File: src/rtl/cqw_pkg.sv
package cqw_pkg;
  localparam int ENTRY_BYTES = 8;
  localparam int CYC_W       = 8;

  typedef struct packed {
    logic [31:0] nbytes;
    logic [15:0] tag;
    logic [7:0]  status;
  } cqw_done_t;
endpackage

File: src/rtl/cqw_slot_ctr.sv
module cqw_slot_ctr #(
  parameter int DEPTH = 16,
  localparam int IDX_W = (DEPTH > 1) ? $clog2(DEPTH) : 1
) (
  input  logic                     clk_i,
  input  logic                     rst_ni,
  input  logic                     clear_i,
  input  logic                     valid_i,
  output logic                     accept_o,
  output logic [IDX_W-1:0]         idx_o,
  output logic [cqw_pkg::CYC_W-1:0] cyc_o
);
  localparam logic [IDX_W-1:0] LAST = IDX_W'(DEPTH - 1);

  logic [IDX_W-1:0]          idx_q;
  logic [cqw_pkg::CYC_W-1:0] cyc_q;
  logic                      accept;

  assign accept = valid_i & ~clear_i;

  always_ff @(posedge clk_i or negedge rst_ni) begin
    if (!rst_ni) begin
      idx_q <= '0;
      cyc_q <= cqw_pkg::CYC_W'(1);
    end else if (clear_i) begin
      idx_q <= '0;
      cyc_q <= cqw_pkg::CYC_W'(1);
    end else if (accept) begin
      if (idx_q == LAST) begin
        idx_q <= '0;
        cyc_q <= cyc_q + 1'b1; // modulo 2^CYC_W
      end else begin
        idx_q <= idx_q + 1'b1;
      end
    end
  end

  assign accept_o = accept;
  assign idx_o    = idx_q;
  assign cyc_o    = cyc_q;

  p_step_r3: assert property (@(posedge clk_i) disable iff (!rst_ni)
    (valid_i && !clear_i && idx_q != LAST) |=>
      (idx_q == $past(idx_q) + 1'b1) && (cyc_q == $past(cyc_q)));

  p_wrap_r4: assert property (@(posedge clk_i) disable iff (!rst_ni)
    (valid_i && !clear_i && idx_q == LAST) |=>
      (idx_q == '0) && (cyc_q == $past(cyc_q) + 1'b1));

  p_restart_r8: assert property (@(posedge clk_i) disable iff (!rst_ni)
    clear_i |=> (idx_q == '0) && (cyc_q == cqw_pkg::CYC_W'(1)));

  p_hold_r6: assert property (@(posedge clk_i) disable iff (!rst_ni)
    (!valid_i && !clear_i) |=> $stable(idx_q) && $stable(cyc_q));
endmodule

File: src/rtl/cqw_entry_fmt.sv
module cqw_entry_fmt (
  input  cqw_pkg::cqw_done_t         done_i,
  input  logic [cqw_pkg::CYC_W-1:0]  cyc_i,
  output logic [63:0]                word_o
);
  logic [7:0] b [cqw_pkg::ENTRY_BYTES];

  always_comb begin
    b[0] = done_i.nbytes[31:24];
    b[1] = done_i.nbytes[23:16];
    b[2] = done_i.nbytes[15:8];
    b[3] = done_i.nbytes[7:0];
    b[4] = done_i.tag[15:8];
    b[5] = done_i.tag[7:0];
    b[6] = done_i.status;
    b[7] = cyc_i;
  end

  for (genvar k = 0; k < cqw_pkg::ENTRY_BYTES; k++) begin : g_lane
    assign word_o[8*k +: 8] = b[k];
  end
endmodule

File: src/rtl/cqw_wr_stage.sv
module cqw_wr_stage #(
  parameter int ADDR_W = 32,
  parameter int IDX_W  = 4
) (
  input  logic              clk_i,
  input  logic              rst_ni,
  input  logic              accept_i,
  input  logic [ADDR_W-1:0] base_i,
  input  logic [IDX_W-1:0]  idx_i,
  input  logic [63:0]       word_i,
  output logic              we_o,
  output logic [ADDR_W-1:0] addr_o,
  output logic [63:0]       wdata_o,
  output logic              posted_o
);
  localparam int SHIFT = $clog2(cqw_pkg::ENTRY_BYTES);

  logic [ADDR_W-1:0] slot_off;
  assign slot_off = ADDR_W'({idx_i, {SHIFT{1'b0}}});

  always_ff @(posedge clk_i or negedge rst_ni) begin
    if (!rst_ni) begin
      we_o     <= 1'b0;
      posted_o <= 1'b0;
    end else begin
      we_o     <= accept_i;
      posted_o <= we_o;
    end
  end

  always_ff @(posedge clk_i or negedge rst_ni) begin
    if (!rst_ni) begin
      addr_o  <= '0;
      wdata_o <= '0;
    end else if (accept_i) begin
      addr_o  <= base_i + slot_off;
      wdata_o <= word_i;
    end
  end

  p_posted_after_write_r7: assert property (@(posedge clk_i) disable iff (!rst_ni)
    we_o |=> posted_o);

  p_posted_only_after_write_r7: assert property (@(posedge clk_i) disable iff (!rst_ni)
    !we_o |=> !posted_o);

  p_one_write_per_accept_r6: assert property (@(posedge clk_i) disable iff (!rst_ni)
    !accept_i |=> !we_o);
endmodule

File: src/rtl/cqw_writer.sv
module cqw_writer #(
  parameter int DEPTH  = 16,
  parameter int ADDR_W = 32
) (
  input  logic              clk_i,
  input  logic              rst_ni,
  input  logic              clear_i,
  input  logic [ADDR_W-1:0] base_addr_i,
  input  logic              done_valid_i,
  input  logic [15:0]       done_tag_i,
  input  logic [7:0]        done_status_i,
  input  logic [31:0]       done_nbytes_i,
  output logic              mem_we_o,
  output logic [ADDR_W-1:0] mem_addr_o,
  output logic [63:0]       mem_wdata_o,
  output logic              posted_o
);
  localparam int IDX_W = (DEPTH > 1) ? $clog2(DEPTH) : 1;

  logic                      accept;
  logic [IDX_W-1:0]          idx;
  logic [cqw_pkg::CYC_W-1:0] cyc;
  logic [63:0]               word;
  cqw_pkg::cqw_done_t        done;

  assign done = '{nbytes: done_nbytes_i, tag: done_tag_i, status: done_status_i};

  cqw_slot_ctr #(.DEPTH(DEPTH)) u_ctr (
    .clk_i   (clk_i),
    .rst_ni  (rst_ni),
    .clear_i (clear_i),
    .valid_i (done_valid_i),
    .accept_o(accept),
    .idx_o   (idx),
    .cyc_o   (cyc)
  );

  cqw_entry_fmt u_fmt (
    .done_i(done),
    .cyc_i (cyc),
    .word_o(word)
  );

  cqw_wr_stage #(.ADDR_W(ADDR_W), .IDX_W(IDX_W)) u_wr (
    .clk_i   (clk_i),
    .rst_ni  (rst_ni),
    .accept_i(accept),
    .base_i  (base_addr_i),
    .idx_i   (idx),
    .word_i  (word),
    .we_o    (mem_we_o),
    .addr_o  (mem_addr_o),
    .wdata_o (mem_wdata_o),
    .posted_o(posted_o)
  );

  p_drop_on_clear_r9: assert property (@(posedge clk_i) disable iff (!rst_ni)
    clear_i |=> !mem_we_o);

  p_write_follows_valid_r6: assert property (@(posedge clk_i) disable iff (!rst_ni)
    (done_valid_i && !clear_i) |=> mem_we_o);
endmodule

File: config.mk
export PLATFORM = sky130hd
export DESIGN_NAME = cqw_writer
export DESIGN_NICKNAME = d
export VERILOG_FILES = /design/src/rtl/cqw_pkg.sv /design/src/rtl/cqw_slot_ctr.sv /design/src/rtl/cqw_entry_fmt.sv /design/src/rtl/cqw_wr_stage.sv /design/src/rtl/cqw_writer.sv
export SDC_FILE = /design/constraint.sdc
export NUM_CORES = 1
export LEC_CHECK = 0
export BUFFER_PORTS_ARGS = -buffer_cell sky130_fd_sc_hd__buf_2
export CAP_MARGIN = 10
export CORE_ASPECT_RATIO = 0.6
export CORE_MARGIN = 5
export CORE_UTILIZATION = 45
export CTS_CLUSTER_DIAMETER = 50
export DETAILED_ROUTE_END_ITERATION = 8
export PLACE_DENSITY = 0.72
export RECOVER_POWER = 100
export SLEW_MARGIN = 15
export SYNTH_ARGS = -nofsm -noshare
export SYNTH_HDL_FRONTEND = slang
export SYNTH_SLANG_ARGS = --single-unit
File: constraint.sdc
create_clock -name clk_i -period 3.4 [get_ports clk_i]
set_clock_uncertainty 0.05 [all_clocks]
set_input_delay 0.68 -clock clk_i [delete_from_list [all_inputs] [get_ports clk_i]]
set_output_delay 0.68 -clock clk_i [all_outputs]
set_load 0.05 [all_outputs]
* Word-level counts from Yosys, hierarchy flattened *
Cells that the tools add are included.

storage, ports and cells
  bits in registers = 110
  word-level logic and storage cells = 21

cells by class
  add/subtract/negate cells = 3
  equal/unequal tests = 1
  multiplexer cells = 6
  bitwise gates (word level) = 2
  reduce and logical (&&, ||, !) cells = 3

operator list
  operator             number
  $add 32x7->32        1
  $mux 8               3
  $mux 4               3
  $add 8x1->8 const B  1
  $add 4x1->4 const B  1
  $eq 4x4->1 const B   1
  $reduce_bool 2->1    2
  $reduce_and 2->1     1
  $and 1x1->1          1
  $not 1->1            1

* Depth between registers and ports, before layout *
Gate-level depths: netlist of run 1.

  depth after elaboration = 4
  mapped depth = 8
  mapped depth without buffers = 7

* Cells and area by module *
Synthesis of run 1 repeated with hierarchy kept, for this count alone.

unflattened totals
  cell total of the unflattened synthesis = 466
  area, all modules = 5,400.2 sq um

modules (own cells, without submodules)
  module         instances  cells an instance  area an instance (sq um)  seq. area each (sq um)
  cqw_wr_stage   1          339                4,281.6                   2,452.4
  cqw_slot_ctr   1          63                 638.1                     301.5
  cqw_entry_fmt  1          64                 480.5                     0.0

* Worst setup path before layout of run 1 *
No wires, ideal clock.

  path type = input-to-reg
  from = input port base_addr_i[3]
  to = register u_wr.addr_o[27]
  library setup time = 0.135 ns
  arrival time = 2.268 ns
  data required time = 3.215 ns
  setup slack = 0.947 ns
  cell stages on the path = 8
  buffers on the path = 1
  path through = ha_1 fa_1 a211o_1 o211ai_1 clkbuf_1 nor4_1 xnor2_1 o21ai_0

on the way
  cells in the longest elaborated chain, start to end = 1

RTL lines
  what                  line                text
  start, declared       cqw_writer.sv:8     input logic [ADDR_W-1:0] base_addr_i,
  $add 32x7->32         cqw_wr_stage.sv:36  addr_o <= base_i + slot_off;
  end signal, assigned  cqw_wr_stage.sv:36
  end, declared         cqw_wr_stage.sv:12  output logic [ADDR_W-1:0] addr_o,

No other way between the ends.
A chain may end at the register's enable or synchronous reset.

* Worst setup path after layout of run 1 *
  from = input port done_valid_i
  to = register u_wr.addr_o[7]

on the way
  cells in the longest elaborated chain, start to end = 1

RTL lines
  what             line                text
  start, declared  cqw_writer.sv:9     input logic done_valid_i,
  $and 1x1->1      cqw_slot_ctr.sv:19  assign accept = valid_i & ~clear_i;

No other way between the ends.

==> results of run 1 <==
==> area by class of cell <==
class | count | area [µm²] | area share
clock buffers | 11 | 242.7 | 0.04038
multi-input cells | 390 | 1913 | 0.3183
flip-flops and latches | 110 | 2754 | 0.4582
repair buffers | 195 | 867.1 | 0.1443
inverters | 7 | 26.28 | 0.004371
well taps | 139 | 173.9 | 0.02893
clock inverters | 5 | 33.78 | 0.005620
==> registers in the layout (all words and copies together) (netlist names) <==
| register | flops |
|---|---|
| u_wr.wdata_o | 64 |
| u_wr.posted_o | 1 |
| u_ctr.cyc_o | 8 |
| u_wr.addr_o | 32 |
| u_wr.we_o | 1 |
| u_ctr.idx_o | 4 |
==> layer usage <==
metal / GRT usage / share of wire
met2: 0.3008 / 0.46
met1: 0.2804 / 0.44
met3: 0.03924 / 0.084
met4: 0.05222 / 0.013
met5: 0 / 0
==> critical path, cell delays in order <==
cell      delay, ns
clkbuf_1       0.27
nand2b_1       0.14
inv_1          0.71
clkbuf_2       0.83
nand2_1        0.09
o21ai_0        0.17
==> metrics by stage <==
stage / hold slack, ns / power (W) / cell area, µm² / std cells
after global routing: 0.3631 / 0.003587 / 6011 / 857
final: 0.3523 / 0.003420 / 6011 / 857
after detailed placement: 0.3286 / 0.002512 / 5884 / 841
after floorplan: 0.3344 / 0.002201 / 4791 / 532
after global placement: 0.3194 / 0.002489 / 5884 / 841
after CTS: 0.3628 / 0.003499 / 6161 / 857
==> synthesized netlist by cell type (2+ instances only) <==
| cell | n | share of area |
|---|---|---|
| a21o_1 | 3 | 0.0047 |
| a21oi_1 | 4 | 0.0042 |
| a22oi_1 | 2 | 0.0031 |
| and3_1 | 2 | 0.0026 |
| and4_1 | 4 | 0.0073 |
| clkbuf_1 | 24 | 0.019 |
| dfrtp_1 | 109 | 0.57 |
| ha_1 | 6 | 0.016 |
| inv_1 | 6 | 0.0047 |
| mux2i_1 | 3 | 0.0063 |
| nand2_1 | 246 | 0.19 |
| nand2b_1 | 2 | 0.0026 |
| nand3_1 | 10 | 0.010 |
| nand4_1 | 5 | 0.0065 |
| nor2_1 | 15 | 0.012 |
| nor3_1 | 9 | 0.0094 |
| nor4_1 | 7 | 0.0091 |
| o21ai_0 | 27 | 0.028 |
| or3_1 | 2 | 0.0026 |
| xnor2_1 | 24 | 0.044 |
| xor2_1 | 9 | 0.016 |
==> cell usage in the layout, fill, tap and decap left out, types with 2 or more instances in the layout <==
| master | instances |
|---|---|
| and4_1 | 4 |
| or3_1 | 2 |
| nand4_1 | 5 |
| inv_1 | 7 |
| xor2_1 | 9 |
| a22oi_1 | 2 |
| and3_1 | 2 |
| nand2b_1 | 2 |
| nor2_1 | 15 |
| ha_1 | 6 |
| clkbuf_1 | 102 |
| o21ai_0 | 27 |
| nand2_1 | 246 |
| clkbuf_2 | 3 |
| clkinvlp_4 | 2 |
| buf_2 | 89 |
| a21oi_1 | 4 |
| mux2i_1 | 3 |
| dfrtp_1 | 109 |
| nor4_1 | 7 |
| xnor2_1 | 24 |
| clkinv_2 | 2 |
| nor3_1 | 9 |
| a21o_1 | 3 |
| nand3_1 | 10 |
| clkbuf_16 | 9 |
==> path summary, 6_finish.rpt <==
path	cells after the start	to	from
worst max-delay path	6	u_wr.addr_o[7]$_DFFE_PN0P_	done_valid_i
max in group asynchronous	2	u_wr.wdata_o[23]$_DFFE_PN0P_	rst_ni
min in group asynchronous	1	u_wr.addr_o[14]$_DFFE_PN0P_	rst_ni
worst min register to register	0	u_wr.posted_o$_DFF_PN0_	u_wr.we_o$_DFF_PN0_
worst max register to register	8	u_wr.addr_o[15]$_DFFE_PN0P_	u_ctr.idx_o[0]$_DFFE_PN0P_
worst min-delay path	0	u_wr.posted_o$_DFF_PN0_	u_wr.we_o$_DFF_PN0_
==> kinds of logic after synthesis <==
| logic type | synth area share |
|---|---|
| AO/OA/AOI/OAI | 0.04649 |
| multiplexers | 0.006268 |
| XOR/XNOR | 0.06033 |
| flip-flops | 0.5748 |
| adder cells (fa/ha/maj) | 0.01985 |
| buffers and inverters | 0.02507 |
| AND/OR/NAND/NOR | 0.2672 |
==> where the power goes <==
group	internal (W)	switching [W]	total (W)
clock network	0.000518	0.000458	0.000976
logic	0.000173	0.000743	0.000915
registers	0.00145	0.0000824	0.00153
total	0.00214	0.00128	0.00342
==> run metrics, run 1 <==
die span in y=89.93 µm; critical path class=in -> reg; Post-synth EDFFs=0; Post-DRT Antenna Nets=0; Syn Nets=631; fillers=937; critical path arrival=2.92 ns; post-cts sizing count=0; Distinct cells, synth=34; Syn. warnings=0; pre-CTS setup slack=0.6153 ns; worst skew pair latency=0.34 ns; die area=0.01288 mm²; Worst Setup Start Kind=primary input; Clock transition at path regs=0.07 ns; Hold WC Path Type=reg -> reg; max cap viols=1; status=finished with violations; final worst path period share=0.7965; Syn Area/Cell=9.005 µm²; CP Capture Type=register; Area growth syn-to-layout=25.46%; postcts setup bufs=0; sequential area share after synthesis=0.5748; CTS HTree Levels=3; Async SR Flop Fraction=1.000; num ports=190; Lkg Pwr=3.029 nW; final core occ=0.5732; Pins Over Slew Limit=47; TritonCTS clock tree=done; cell count after synthesis=532; Slew HR=-0.3280; Port-buffer cells=189; post-DP HPWL=9351 µm; RSZ-0062 raised after global routing=no; layout cell share with drive strength beyond 1=0.1560; Total Wirelength=12660 µm; Root Driver=clkbuf_16; initial core utilization=0.4569; average wire per standard cell=14.77 µm; synthesized flop and latch total=110; Inserted Clock Buffers=9; largest fanout on the critical path=43; grt total ovfl=0; vias per inst=4.870; final net count=812; ys flop type=dfrtp_1; DRT iter0 DRCs=225; Tmin final=2.708 ns; core area=0.01049 mm²; vias=4174; Worst Path Required=3.61 ns; Cell Area, Synth=0.004791 mm²; reg2reg setup slack=0.87 ns; antenna cells=0; vias in the first global route=4125; first-pass GRT wire length=20600 µm; final setup margin=0.6919 ns; drt pass-1 iters=4; Peak Freq=369.3 MHz; # rows=29; clock sink count=110; initial antenna violation count=0; power per cell area=569.0 mW/mm²; violated checks=max-capacitance violations, max-slew violations; setup TNS=0 ns; Final setup viols=0; largest net degree at the start of global routing=77; Total GRT Usage=0.1945; measured slew at the worst slew-check pin=1.992 ns; worst-case vdd ir drop=0.0002544 V; DRC=0; GPL Wtd Cong=0.8753; Max clock buf depth=2; die width=143.2 µm; Hold Violations, Final=0; hold buffer count at cts=0
Note: power is estimated with default switching activity, not from simulation.
==> run 2: changes to the inputs <==
clock period = 2.8 ns   (was 3.4 ns; I/O delays follow)
==> run metrics, run 2 (synthesis results as in run 1) <==
Worst Setup Start Kind=primary input; die span in y=89.93 µm (unchanged); Clock transition at path regs=0.07 ns (about the same); Reg-to-Reg End=u_wr.addr_o[25]$_DFFE_PN0P_; Slew HR=-0.1759 (+0.1521); drt pass-1 iters=4 (unchanged); die width=143.2 µm (unchanged); critical path class=in -> reg; worst-case vdd ir drop=0.0003302 V (+30%); reg2reg setup slack=0.41 ns (-0.46 ns); DRT iter0 DRCs=246 (+9.3%); antenna cells=0 (unchanged); GPL Wtd Cong=0.8697 (-0.64%); grt total ovfl=0 (unchanged); Max clock buf depth=2 (unchanged); CP Capture Type=register; crit-path cells=clkbuf_1 -> nand2b_2 -> clkbuf_2 -> o21ai_0; largest fanout on the critical path=46 (+7.0%); num ports=190 (unchanged); Peak Freq=402.6 MHz; violated checks=max-capacitance violations, max-slew violations; layout cell share with drive strength beyond 1=0.1625 (+0.006511); commonest non-fill, non-tap cell in the layout=nand2_1; critical path arrival=2.62 ns (-0.30 ns); part of the power in registers=0.436 (-0.011); CP max stage cell=nand2b_2; Port-buffer cells=189 (unchanged); Hold Violations, Final=0 (unchanged); most frequent cells in the layout=246 x nand2_1, 109 x dfrtp_1, 101 x clkbuf_1, 89 x buf_2, 27 x o21ai_0; final net count=814 (+0.25%); Pins Over Slew Limit=33 (-30%); start point of the worst hold path=u_wr.we_o$_DFF_PN0_; initial antenna violation count=0 (unchanged); Post-DRT Antenna Nets=0 (unchanged); Int Pwr=0.002693 W (+26%); sw frac=0.3683 (-0.006881); max cap viols=1 (unchanged); clock sink count=110 (unchanged); NetSw=0.001570 W (+22%); die area=0.01288 mm² (unchanged); worst skew pair latency=0.34 ns (about the same); post-DP HPWL=9322 µm (-0.31%); status=finished with violations; fillers=977 (+4.3%); power per cell area=702.0 mW/mm² (+23%); Inserted Clock Buffers=9 (unchanged); Tmin final=2.484 ns; Comb pwr share=0.261 (-0.007); hold depth=0 (unchanged); post-cts sizing count=0 (unchanged); CTS HTree Levels=3 (unchanged); DRC=0 (unchanged); vias per inst=4.845 (-0.52%); Clock power frac=0.304 (+0.019); initial core utilization=0.4569 (unchanged); vias in the first global route=4022 (-2.5%); Reg with most FFs=u_wr.wdata_o; r2r startpoint=u_ctr.idx_o[0]$_DFFE_PN0P_; measured slew at the worst slew-check pin=1.764 ns (-0.2282 ns); RSZ-0062 raised after global routing=no; largest net degree at the start of global routing=57 (-26%); core area=0.01049 mm² (unchanged); Total GRT Usage=0.1898 (-0.004728); vias=4162 (-0.29%); Total Wirelength=12330 µm (-2.6%); Final setup viols=0 (unchanged); setup TNS=0 ns (unchanged); Hold EP=u_wr.posted_o$_DFF_PN0_; Lkg Pwr=3.064 nW (+1.1%); Worst Path Required=2.93 ns (-0.68 ns); # rows=29 (unchanged); cells on worst reg2reg path=8 (unchanged); final worst path period share=0.8870; first-pass GRT wire length=19970 µm (-3.1%); Hold WC Path Type=reg -> reg; postcts setup bufs=0 (unchanged); Cell Area, Placed=0.005912 mm² (+0.47%); Root Driver=clkbuf_16; worst stage delay on the critical path=0.77 ns (-0.06 ns); Largest register FFs=64 (unchanged); Area growth syn-to-layout=26.77%; TritonCTS clock tree=done; average wire per standard cell=14.35 µm (-2.8%); fin area=0.006073 mm² (+1.0%); hold buffer count at cts=0 (unchanged)
run 2: changes by cell type in the layout (fill, tap and decap cells not counted):
cell | previous run | this run
clkinvlp_4 | 2 | 0
clkinv_2 | 2 | 1
buf_4 | 1 | 2
bufinv_16 | 0 | 1
nand2b_2 | 0 | 1
buf_12 | 1 | 2
clkinv_4 | 0 | 3
nand2b_1 | 2 | 1
inv_2 | 0 | 1
clkbuf_1 | 102 | 101
inv_1 | 7 | 6
run 2: critical path: cells and delay by family:
family / cells / cell delay (ns)
buffers and inverters: 2 / 1.06
and+or+nand+nor: 1 / 0.77
AOI/OAI and AO/OA: 1 / 0.21
run 2: final cells by class:
cell class | count | area, µm² | area share
clock inverter | 6 | 70.07 | 0.01154
tap | 139 | 173.9 | 0.02864
sequential | 110 | 2754 | 0.4534
timing repair buffer | 197 | 894.6 | 0.1473
clock buffer | 10 | 239.0 | 0.03935
multi-input combinational | 390 | 1916 | 0.3154
inverter | 7 | 26.28 | 0.004326
run 2: worst max path at each step:
stage / slack (ns) / endpoint / startpoint
6_report: 0.32 / u_wr.addr_o[28]$_DFFE_PN0P_ / clear_i
5_1_grt: 0.14 / u_wr.addr_o[25]$_DFFE_PN0P_ / clear_i
4_1_cts: 0.43 / u_wr.addr_o[25]$_DFFE_PN0P_ / u_ctr.idx_o[0]$_DFFE_PN0P_
3_3_place_gp: 0.33 / u_wr.addr_o[15]$_DFFE_PN0P_ / base_addr_i[3]
3_5_place_dp: 0.22 / u_wr.addr_o[25]$_DFFE_PN0P_ / base_addr_i[3]
2_1_floorplan: 0.47 / u_wr.addr_o[27]$_DFFE_PN0P_ / base_addr_i[3]
run 2: stage by stage:
stage | worst slack [ns] | total power [W] | utilization | instances | hold WS (ns)
5_1_grt | 0.1367 | 0.004472 | 0.5792 | 859 | 0.3477
2_1_floorplan | 0.4672 | 0.002672 | - | 532 | 0.2144
6_report | 0.3164 | 0.004264 | 0.5792 | 859 | 0.3382
4_1_cts | 0.4336 | 0.004362 | 0.5932 | 859 | 0.1087
3_3_place_gp | 0.3273 | 0.003027 | 0.5638 | 843 | 0.3193
3_5_place_dp | 0.2228 | 0.003054 | 0.5638 | 843 | 0.3281
run 2: metal layers:
metal  track usage  up-vias  routed length, µm
met5             0        -                  0
met4       0.04509        0                112
met3       0.04189       12               1071
met2        0.2961      150               5686
met1        0.2716     1930               5457
li1              -     2070                  -
run 2: power groups by stage:
stage	registers, W	logic, W	clock network, W
6_report	0.00186	0.00111	0.00130
2_1_floorplan	0.00246	0.000209	0
3_5_place_dp	0.00188	0.00117	0
3_3_place_gp	0.00187	0.00116	0
5_1_grt	0.00188	0.00119	0.00141
4_1_cts	0.00185	0.00117	0.00134
